## src/rtl/modem_irq_pkg.sv

```systemverilog
package modem_irq_pkg;
    localparam int NUM_EVT = 10;
    localparam int ADDR_W  = 2;

    localparam logic [ADDR_W-1:0] ADDR_FLAGS = 2'd0;
    localparam logic [ADDR_W-1:0] ADDR_MASK  = 2'd1;
    localparam logic [ADDR_W-1:0] ADDR_CFG   = 2'd2;

    typedef struct packed {
        logic brk_mode;    // bit 3: route to the sdo pin
        logic pin_en;      // bit 2: pin enable
        logic act_low;     // bit 1: active low polarity
        logic level_mode;  // bit 0: level style
    } irq_cfg_t;

    localparam int CFG_W = $bits(irq_cfg_t);

    typedef enum logic [1:0] {
        ST_IDLE  = 2'd0,
        ST_PULSE = 2'd1,
        ST_LEVEL = 2'd2
    } irq_state_e;
endpackage

```

## src/rtl/modem_irq_regs.sv

```systemverilog
module modem_irq_regs
    import modem_irq_pkg::*;
#(
    parameter int N = NUM_EVT
) (
    input  logic              clk,
    input  logic              rst_n,
    input  logic              reg_wr,
    input  logic [ADDR_W-1:0] reg_addr,
    input  logic [N-1:0]      reg_wdata,
    input  logic [N-1:0]      flags,
    output logic [N-1:0]      reg_rdata,
    output logic [N-1:0]      clr_vec,
    output logic [N-1:0]      mask_q,
    output irq_cfg_t          cfg_q
);
    localparam int PAD_W = N - CFG_W;

    always_ff @(posedge clk or negedge rst_n) begin
        if (!rst_n) begin
            mask_q <= '1;
            cfg_q  <= '0;
        end else if (reg_wr) begin
            if (reg_addr == ADDR_MASK) mask_q <= reg_wdata;
            if (reg_addr == ADDR_CFG)  cfg_q  <= irq_cfg_t'(reg_wdata[CFG_W-1:0]);
        end
    end

    always_comb begin
        clr_vec = (reg_wr && reg_addr == ADDR_FLAGS) ? reg_wdata : '0;
    end

    always_comb begin
        unique case (reg_addr)
            ADDR_FLAGS: reg_rdata = flags;
            ADDR_MASK:  reg_rdata = mask_q;
            ADDR_CFG:   reg_rdata = {{PAD_W{1'b0}}, cfg_q};
            default:    reg_rdata = '0;
        endcase
    end

    // a write to the spare address leaves mask and configuration alone
    assert_spare_write_ignored_R10: assert property (@(posedge clk) disable iff (!rst_n)
        (reg_wr && reg_addr == 2'd3) |=> ($stable(mask_q) && $stable(cfg_q)));
endmodule

```

## src/rtl/modem_irq_flags.sv

```systemverilog
module modem_irq_flags
    import modem_irq_pkg::*;
#(
    parameter int N = NUM_EVT
) (
    input  logic         clk,
    input  logic         rst_n,
    input  logic [N-1:0] evt,
    input  logic [N-1:0] clr,
    output logic [N-1:0] flags
);
    for (genvar i = 0; i < N; i++) begin : g_flag
        always_ff @(posedge clk or negedge rst_n) begin
            if (!rst_n) flags[i] <= 1'b0;
            else        flags[i] <= evt[i] | (flags[i] & ~clr[i]);
        end
    end

    assert_event_sets_flag_R1: assert property (@(posedge clk) disable iff (!rst_n)
        (evt != '0) |=> ((flags & $past(evt)) == $past(evt)));

    assert_flag_sticky_R1: assert property (@(posedge clk) disable iff (!rst_n)
        (flags != '0) |=> ((flags & $past(flags & ~clr)) == $past(flags & ~clr)));

    assert_w1c_clears_R2: assert property (@(posedge clk) disable iff (!rst_n)
        ((clr & ~evt) != '0) |=> ((flags & $past(clr & ~evt)) == '0));

    assert_set_beats_clear_R3: assert property (@(posedge clk) disable iff (!rst_n)
        ((clr & evt) != '0) |=> ((flags & $past(clr & evt)) == $past(clr & evt)));
endmodule

```

## src/rtl/modem_irq_fsm.sv

```systemverilog
module modem_irq_fsm
    import modem_irq_pkg::*;
#(
    parameter int N = NUM_EVT
) (
    input  logic         clk,
    input  logic         rst_n,
    input  logic [N-1:0] flags,
    input  logic [N-1:0] mask,
    input  logic         level_mode,
    output logic         irq_act
);
    irq_state_e  state_q, state_d;
    logic [N-1:0] pend, pend_prev_q, new_bits;
    logic         any_pend, any_new;

    assign pend     = flags & ~mask;
    assign new_bits = pend & ~pend_prev_q;
    assign any_pend = |pend;
    assign any_new  = |new_bits;

    always_ff @(posedge clk or negedge rst_n) begin
        if (!rst_n) begin
            state_q     <= ST_IDLE;
            pend_prev_q <= '0;
        end else begin
            state_q     <= state_d;
            pend_prev_q <= pend;
        end
    end

    always_comb begin
        state_d = ST_IDLE;
        unique case (state_q)
            ST_IDLE, ST_PULSE: begin
                if (level_mode && any_pend)  state_d = ST_LEVEL;
                else if (!level_mode && any_new) state_d = ST_PULSE;
            end
            ST_LEVEL: begin
                if (level_mode) state_d = any_pend ? ST_LEVEL : ST_IDLE;
                else            state_d = any_new  ? ST_PULSE : ST_IDLE;
            end
            default: state_d = ST_IDLE;
        endcase
    end

    always_comb begin
        irq_act = (state_q == ST_PULSE) || (state_q == ST_LEVEL);
    end

    assert_level_follows_R5: assert property (@(posedge clk) disable iff (!rst_n)
        (level_mode && any_pend) |=> irq_act);

    assert_level_drops_R5: assert property (@(posedge clk) disable iff (!rst_n)
        (level_mode && !any_pend) |=> !irq_act);

    assert_edge_single_clock_R6: assert property (@(posedge clk) disable iff (!rst_n)
        (!level_mode && !any_new) |=> !irq_act);

    assert_masked_quiet_R4: assert property (@(posedge clk) disable iff (!rst_n)
        (!any_pend) |=> !irq_act);
endmodule

```

## src/rtl/modem_irq_ctrl.sv

```systemverilog
module modem_irq_ctrl
    import modem_irq_pkg::*;
#(
    parameter int N = NUM_EVT
) (
    input  logic              clk,
    input  logic              rst_n,
    input  logic [N-1:0]      evt_pulse,
    input  logic              reg_wr,
    input  logic [ADDR_W-1:0] reg_addr,
    input  logic [N-1:0]      reg_wdata,
    output logic [N-1:0]      reg_rdata,
    output logic              irq_uart_pin,
    output logic              irq_sdo_pin
);
    logic [N-1:0] flags, clr_vec, mask_q;
    irq_cfg_t     cfg_q;
    logic         irq_act, line;

    modem_irq_regs #(.N(N)) u_regs (
        .clk(clk), .rst_n(rst_n), .reg_wr(reg_wr), .reg_addr(reg_addr),
        .reg_wdata(reg_wdata), .flags(flags), .reg_rdata(reg_rdata),
        .clr_vec(clr_vec), .mask_q(mask_q), .cfg_q(cfg_q)
    );

    modem_irq_flags #(.N(N)) u_flags (
        .clk(clk), .rst_n(rst_n), .evt(evt_pulse), .clr(clr_vec), .flags(flags)
    );

    modem_irq_fsm #(.N(N)) u_fsm (
        .clk(clk), .rst_n(rst_n), .flags(flags), .mask(mask_q),
        .level_mode(cfg_q.level_mode), .irq_act(irq_act)
    );

    assign line         = irq_act ^ cfg_q.act_low;
    assign irq_uart_pin = (cfg_q.pin_en && !cfg_q.brk_mode) ? line : cfg_q.act_low;
    assign irq_sdo_pin  = (cfg_q.pin_en &&  cfg_q.brk_mode) ? line : cfg_q.act_low;

    // never both pins at the active level
    assert_single_route_R8: assert property (@(posedge clk) disable iff (!rst_n)
        !((irq_uart_pin ^ cfg_q.act_low) && (irq_sdo_pin ^ cfg_q.act_low)));

    // routed pin shows the activity through the configured polarity
    assert_polarity_R7: assert property (@(posedge clk) disable iff (!rst_n)
        (cfg_q.pin_en && !cfg_q.brk_mode) |-> (irq_uart_pin == (irq_act ^ cfg_q.act_low)));
endmodule

```

## config.mk

```make
export PLATFORM = sky130hd
export DESIGN_NAME = modem_irq_ctrl
export DESIGN_NICKNAME = d
export VERILOG_FILES = /design/src/rtl/modem_irq_pkg.sv /design/src/rtl/modem_irq_regs.sv /design/src/rtl/modem_irq_flags.sv /design/src/rtl/modem_irq_fsm.sv /design/src/rtl/modem_irq_ctrl.sv
export SDC_FILE = /design/constraint.sdc
export NUM_CORES = 1
export LEC_CHECK = 0
export CAP_MARGIN = 20
export CORE_MARGIN = 4
export CORE_UTILIZATION = 50
export CTS_CLUSTER_SIZE = 30
export DETAILED_ROUTE_END_ITERATION = 8
export HOLD_SLACK_MARGIN = 0.05
export PLACE_DENSITY_LB_ADDON = 0.3
export SLEW_MARGIN = 5
export SYNTH_ARGS = -nofsm -noshare
export SYNTH_HDL_FRONTEND = slang
export SYNTH_HIERARCHICAL = 1
export SYNTH_SLANG_ARGS = --single-unit
```

## constraint.sdc

```tcl
create_clock -name clk -period 1.6 [get_ports clk]
set_clock_uncertainty 0.15 [all_clocks]
set_input_delay 0.32 -clock clk [delete_from_list [all_inputs] [get_ports clk]]
set_output_delay 0.32 -clock clk [all_outputs]
set_load 0.03 [all_outputs]
```

==> flow_metrics.py, run 1 <==
metrics = {
    "cells_and_area": {
        "area_growth_pct": 45.2,
        "layout.nets": 246,
        "drive_gt1_share_pct": 41.0,
        "final_util_pct": 76.8,
        "final_area_um2": 2620,
        "instances_no_fill": 263,
        "diodes": 0,
    },
    "sta": {
        "period_minus_slack_ns": 2.04,
        "hold_viol": 0,
        "worst_slew_pin_slew_ns": 0.401,
        "maxSlewViolCount": 0,
        "fin_crit_sh_pct": 127,
        "max_slew_margin_pct": 73.0,
        "hold_ws_ns": 0.198,
        "rsz0062_at_grt": "yes",
        "setup_viol": 12,
        "fmax_mhz": 491,
        "final.setup.tns_ns": -1.60,
        "final.setup.worst_slack_ns": -0.437,
    },
    "setup_path": {
        "worstPathMaxFanout": 2,
        "crit_buf_inv": 2,
        "cp.required_ns": 1.13,
        "max_stage_delay_ns": 0.39,
        "ff2ff_setup_slack_ns": 0,
        "crit-reg2reg-capture": "u_fsm/state_q[1]",
        "worstSetupStartpointType": "register",
        "r2r_start": "u_regs/mask_q[2]",
        "ff2ff_path_depth": 3,
        "path_delay_family": "flip-flops",
        "path_class": "reg -> out",
        "end_kind": "primary output",
        "path_cells": "inv_2 -> ha_4 -> nand3b_1 -> xnor2_4 -> buf_6",
        "slowest_stage": "dfrtp_1",
        "crit_arrival_ns": 1.57,
    },
    "placed_design": {
        "placedInstanceArea_um2": 2340,
        "portBuffers": 36,
        "finalWeightedCongestion": 0.831,
        "dpl.cell_count": 240,
        "dp_hpwl_um": 3090,
    },
    "synth": {
        "async_reset_ff_share_pct": 100,
        "yosysTopAreaCellShare_pct": 36.0,
        "synth_area_leaders": "dfrtp_1, dfstp_2, mux2_4",
        "synthFlopType": "dfrtp_1",
        "yosys_warnings": 6,
        "syn_nets": 177,
        "synth.cell_area_um2": 1810,
        "synth_cell_types": 28,
        "synth_largest_area_cell": "dfrtp_1",
        "synthMostInstantiatedCell": "dfrtp_1",
        "synth_edf_count": 0,
        "seq_area_frac_synth_pct": 50.6,
        "synthTopCellsByCount": "dfrtp_1, inv_1",
        "syn_avg_cell_area_um2": 12.2,
        "syn_inst": 148,
        "ys_ff_latch": 36,
    },
    "global_route": {
        "grt.overflow.total": 0,
        "grt_max_degree": 37,
        "grt_usage_pct": 21.9,
        "grt_pass1_vias": 1450,
        "grt_first_pass_wirelength_um": 7290,
        "grt_antenna_before_repair": 0,
    },
    "clocking": {
        "clkSlewWorstSetupHoldPaths_ns": 0.11,
        "cts_tree": "built",
        "cts_sinks": 36,
        "cts_made_buffers": 5,
        "htreeDepth": 2,
        "clockRootBuffer": "clkbuf_4",
        "clk_latency_ns": 0.34,
        "cts_buffer_depth": 2,
    },
    "run_status": {
        "violations": "setup timing",
        "status": "complete, but fails checks",
    },
    "detailed_routing": {
        "avgRoutedWirePerCell_um": 16.8,
        "drt_iter0_drc": 80,
        "drc_errors": 0,
        "drt-total-wl_um": 4410,
        "routed-via-count": 1345,
        "antenna_left": 0,
        "drtPass1Iterations": 4,
        "vias_per_cell": 5.11,
    },
    "floorplanning": {
        "ioPinCount": 37,
        "core_um2": 3420,
        "initial_core_util_pct": 52.9,
        "die_w_um": 68.1,
        "fp.dieH_um": 68.1,
        "die_area_um2": 4640,
        "placementRows": 21,
    },
    "pwr": {
        "ir_drop_mv": 0.811,
        "leakagePower_nw": 1.17,
        "powerDensity_nw_per_um2": 1110,
    },
    "run": {
        "drv_cap": 0,
    },
    "worst_hold_path": {
        "hold_path.class": "in -> async",
    },
}
## metal layers
metal	global-route usage (%)	wire, µm
met1	26.2	1760
met2	39.2	2470
met3	4.60	143
met4	6.70	46
met5	0	0
## per-stage QoR
stage	total power, mW	setup WS (ns)
floorplan	1.79	-0.00905
global placement	2.12	-0.336
detailed placement	2.16	-0.411
CTS	2.89	-0.479
global route	3.08	-0.540
finish	2.92	-0.437
## registers in the layout (all words and copies together) (netlist names)
register           flops
u_regs/cfg_q           4
u_fsm/pend_prev_q     10
u_fsm/state_q          2
u_flags/flags         10
u_regs/mask_q         10
## cells by family (layout without fill, tap and decap cells)
| logic type | after synthesis | after routing | synth area share (%) |
|---|---|---|---|
| AND/OR/NAND/NOR | 44 | 44 | 16.2 |
| flip-flops | 36 | 36 | 50.6 |
| adder cells (fa/ha/maj) | 4 | 4 | 2.77 |
| XOR/XNOR | 2 | 2 | 0.970 |
| AO/OA/AOI/OAI | 19 | 19 | 8.86 |
| multiplexers | 24 | 24 | 16.3 |
| buffers and inverters | 19 | 88 | 4.29 |
## cell type report
| class | count | area, µm² |
|---|---|---|
| Multi-Input combinational cell | 93 | 906 |
| Timing Repair Buffer | 65 | 619 |
| Fill cell | 224 | 792 |
| Clock buffer | 7 | 65.1 |
| Tap cell | 46 | 57.6 |
| Sequential cell | 36 | 916 |
| Inverter | 16 | 60.1 |
## cells in the final DEF, fill, tap and decap left out, types with 2 or more instances in the layout
cell	instances
mux2i_1	9
ha_1	3
buf_4	29
a21o_1	10
nor4_1	2
nand3b_1	3
xnor2_4	2
and2_1	10
nor2b_1	7
and2b_1	2
dfrtp_2	2
clkbuf_4	5
a31oi_1	2
clkbuf_8	2
dfrtp_1	24
clkdlybuf4s50_1	22
dfstp_2	10
mux2_4	10
nor2_1	7
o2bb2ai_2	4
mux2_2	4
buf_6	9
a2111oi_2	2
nor2b_4	2
buf_12	3
inv_1	15
nor3b_1	6
clkdlybuf4s15_1	2
## where the power goes
group / switching (mW) / internal [mW] / total (mW)
clock network: 0.294 / 0.249 / 0.543
logic: 0.531 / 0.648 / 1.18
registers: 0.106 / 1.10 / 1.20
## repair_timing
action	4_1_cts	5_1_grt
resized for setup	20	3
setup buffers	12	4
setup endpoints to repair	20	18
hold buffers	0	0
pin swaps	7	4
## worst max path at each step
stage | startpoint | endpoint | cells past startpoint
2_1_floorplan | u_fsm/state_q[0] | irq_uart_pin | 4
3_3_place_gp | reg_addr[0] | u_flags/flags[5] | 7
3_5_place_dp | reg_addr[0] | u_flags/flags[4] | 7
4_1_cts | u_fsm/state_q[1] | irq_uart_pin | 5
5_1_grt | u_fsm/state_q[1] | irq_uart_pin | 5
6_report | u_fsm/state_q[1] | irq_uart_pin | 5
Power figures use the tool's default switching activity.
==> run 2: changes to the inputs <==
Settings changed: CORE_MARGIN 4 to 5, RECOVER_POWER from default to 25.
==> flow_metrics.py, run 2 (same netlist as run 1, synthesis figures left out) <==
metrics = {
    "run": {
        "drv_cap": 0,
    },
    "sta": {
        "hold_viol": 0,
        "fin_crit_sh_pct": 129,
        "final.setup.worst_slack_ns": -0.456,
        "setup_viol": 12,
        "fmax_mhz": 486,
        "worst_slew_pin_slew_ns": 0.869,
        "period_minus_slack_ns": 2.06,
        "rsz0062_at_grt": "yes",
        "max_slew_margin_pct": 42.1,
        "maxSlewViolCount": 0,
    },
    "cells_and_area": {
        "instances_no_fill": 261,
        "mostFrequentLayoutCell": "buf_4",
        "reg_top3": "u_flags/flags (10), u_fsm/pend_prev_q (10), u_regs/mask_q (10)",
        "area_growth_pct": 42.8,
        "layout.nets": 243,
        "final_cell_mix": "buf_4, dfrtp_1, clkdlybuf4s50_1",
        "drive_gt1_share_pct": 40.0,
        "diodes": 0,
    },
    "setup_path": {
        "max_stage_delay_ns": 0.39,
        "crit_buf_inv": 2,
        "end_kind": "primary output",
        "path_class": "reg -> out",
        "r2r_start": "u_fsm/state_q[0]",
        "path_delay_family": "flip-flops",
        "worstPathMaxFanout": 2,
        "crit_arrival_ns": 1.59,
        "ff2ff_path_depth": 6,
        "worstSetupStartpointType": "register",
        "crit-reg2reg-capture": "u_fsm/state_q[1]",
        "slowest_stage": "dfrtp_1",
        "cp.required_ns": 1.13,
        "path_cells": "inv_2 -> ha_4 -> nand3b_1 -> xnor2_4 -> buf_6",
        "ff2ff_setup_slack_ns": 0.05,
    },
    "global_route": {
        "grt_first_pass_wirelength_um": 7120,
        "grt.overflow.total": 0,
        "grt_pass1_vias": 1493,
        "grt_usage_pct": 18.6,
        "grt_max_degree": 37,
        "grt_antenna_before_repair": 0,
    },
    "clocking": {
        "ctsHoldBuffers": 0,
        "cts_tree": "built",
        "cts_made_buffers": 5,
        "cts_sinks": 36,
        "cts_buffer_depth": 2,
        "htreeDepth": 2,
        "clk_latency_ns": 0.35,
        "clockRootBuffer": "clkbuf_4",
        "clkSlewWorstSetupHoldPaths_ns": 0.12,
    },
    "detailed_routing": {
        "drc_errors": 0,
        "routed.top_layer": "met4",
        "routed-via-count": 1344,
        "antenna_left": 0,
        "wl_met3_um": 116,
        "drtPass1Iterations": 4,
        "drt_iter0_drc": 71,
        "drt-total-wl_um": 4330,
        "wl_met1_um": 1800,
        "avgRoutedWirePerCell_um": 16.6,
        "vias_per_cell": 5.15,
        "met2_length_um": 2340,
    },
    "floorplanning": {
        "fp.dieH_um": 70.1,
        "placementRows": 21,
        "core_um2": 3420,
        "initial_core_util_pct": 52.9,
        "die_w_um": 70.1,
        "die_area_um2": 4920,
        "ioPinCount": 37,
    },
    "pwr": {
        "swShare_pct": 31.7,
        "power.total_mw": 3.02,
        "power.switching_mw": 0.956,
        "powerDensity_nw_per_um2": 1170,
        "leakagePower_nw": 1.15,
        "seq_power_share_pct": 39.6,
        "internal-power_mw": 2.06,
        "ir_drop_mv": 0.953,
        "p_clk_share_pct": 21.3,
        "p_comb_share_pct": 39.1,
    },
    "placed_design": {
        "portBuffers": 36,
        "dp_hpwl_um": 3020,
        "dpl.cell_count": 240,
        "finalWeightedCongestion": 0.791,
    },
    "worst_hold_path": {
        "hold_path_end": "u_flags/flags[6]",
        "holdPathStages": 1,
        "hold_path.class": "reg -> reg",
        "min_from": "u_flags/flags[6]",
    },
    "run_status": {
        "status": "complete, but fails checks",
        "violations": "setup timing",
    },
}
==> run 2: changes by cell type in the layout (fill, tap and decap cells not counted), moves of 2 or more <==
cell / change
buf_6: -2
clkbuf_2: +2
clkbuf_8: -2
o2bb2ai_1: +2
o2bb2ai_2: -2
==> run 2: routing by layer <==
layer	vias up	global-route usage [%]
met1	673	22.0
met4	0	7.45
met3	8	4.30
li1	641	-
met5	-	0
met2	22	32.5
==> run 2: final cells by class <==
type	instances	area [µm²]
Sequential cell	36	915
Fill cell	228	836
Tap cell	46	57.6
Clock inverter	2	35.0
Clock buffer	6	41.3
Inverter	16	60.1
Multi-Input combinational cell	93	902
Timing Repair Buffer	62	569
==> run 2: power by group through the flow <==
stage | registers (mW) | clock network [mW] | logic, mW
after floorplan | 1.21 | 0 | 0.581
after global placement | 1.22 | 0 | 0.896
after detailed placement | 1.23 | 0 | 0.934
after CTS | 1.19 | 0.652 | 1.16
after global routing | 1.21 | 0.705 | 1.26
final | 1.20 | 0.644 | 1.18
==> run 2: worst register-to-register path, cell delays in order (launching register included) <==
cell and delay [ns]:
dfrtp_1 0.42, inv_2 0.09, buf_4 0.11, ha_1 0.14, nor3_1 0.06, or3b_1 0.38, a31oi_1 0.14
==> run 2: timing repair <==
action                                  4_1_cts  5_1_grt
gates cloned                                  0        0
resized for setup                            17        4
endpoints found under the hold margin         0        0
endpoints found under the setup margin       21       13
pin swaps                                     6        4
setup buffers                                12        2
==> run 2: worst max-delay path by stage <==
stage                     startpoint          endpoint  slack, ns  cells past startpoint
detailed placement       reg_addr[0]  u_flags/flags[1]      -0.39                      7
floorplan           u_fsm/state_q[0]      irq_uart_pin     -0.009                      4
global route        u_fsm/state_q[1]      irq_uart_pin      -0.53                      5
CTS                 u_fsm/state_q[0]      irq_uart_pin      -0.48                      5
finish              u_fsm/state_q[0]      irq_uart_pin      -0.46                      5
global placement         reg_addr[1]      reg_rdata[1]      -0.32                      5
==> run 2: through the flow <==
step                setup TNS, ns  worst slack [ns]  hold WS, ns  utilization [%]  instance area (µm²)
floorplan                 -0.0170          -0.00905       -0.126                -                 1850
global placement            -9.63            -0.321        0.329             68.6                 2340
detailed placement         -11.35            -0.392        0.343             68.6                 2340
CTS                         -1.82            -0.476        0.172             75.3                 2570
global route                -2.60            -0.532        0.362             75.5                 2580
finish                      -1.74            -0.456        0.371             75.5                 2580
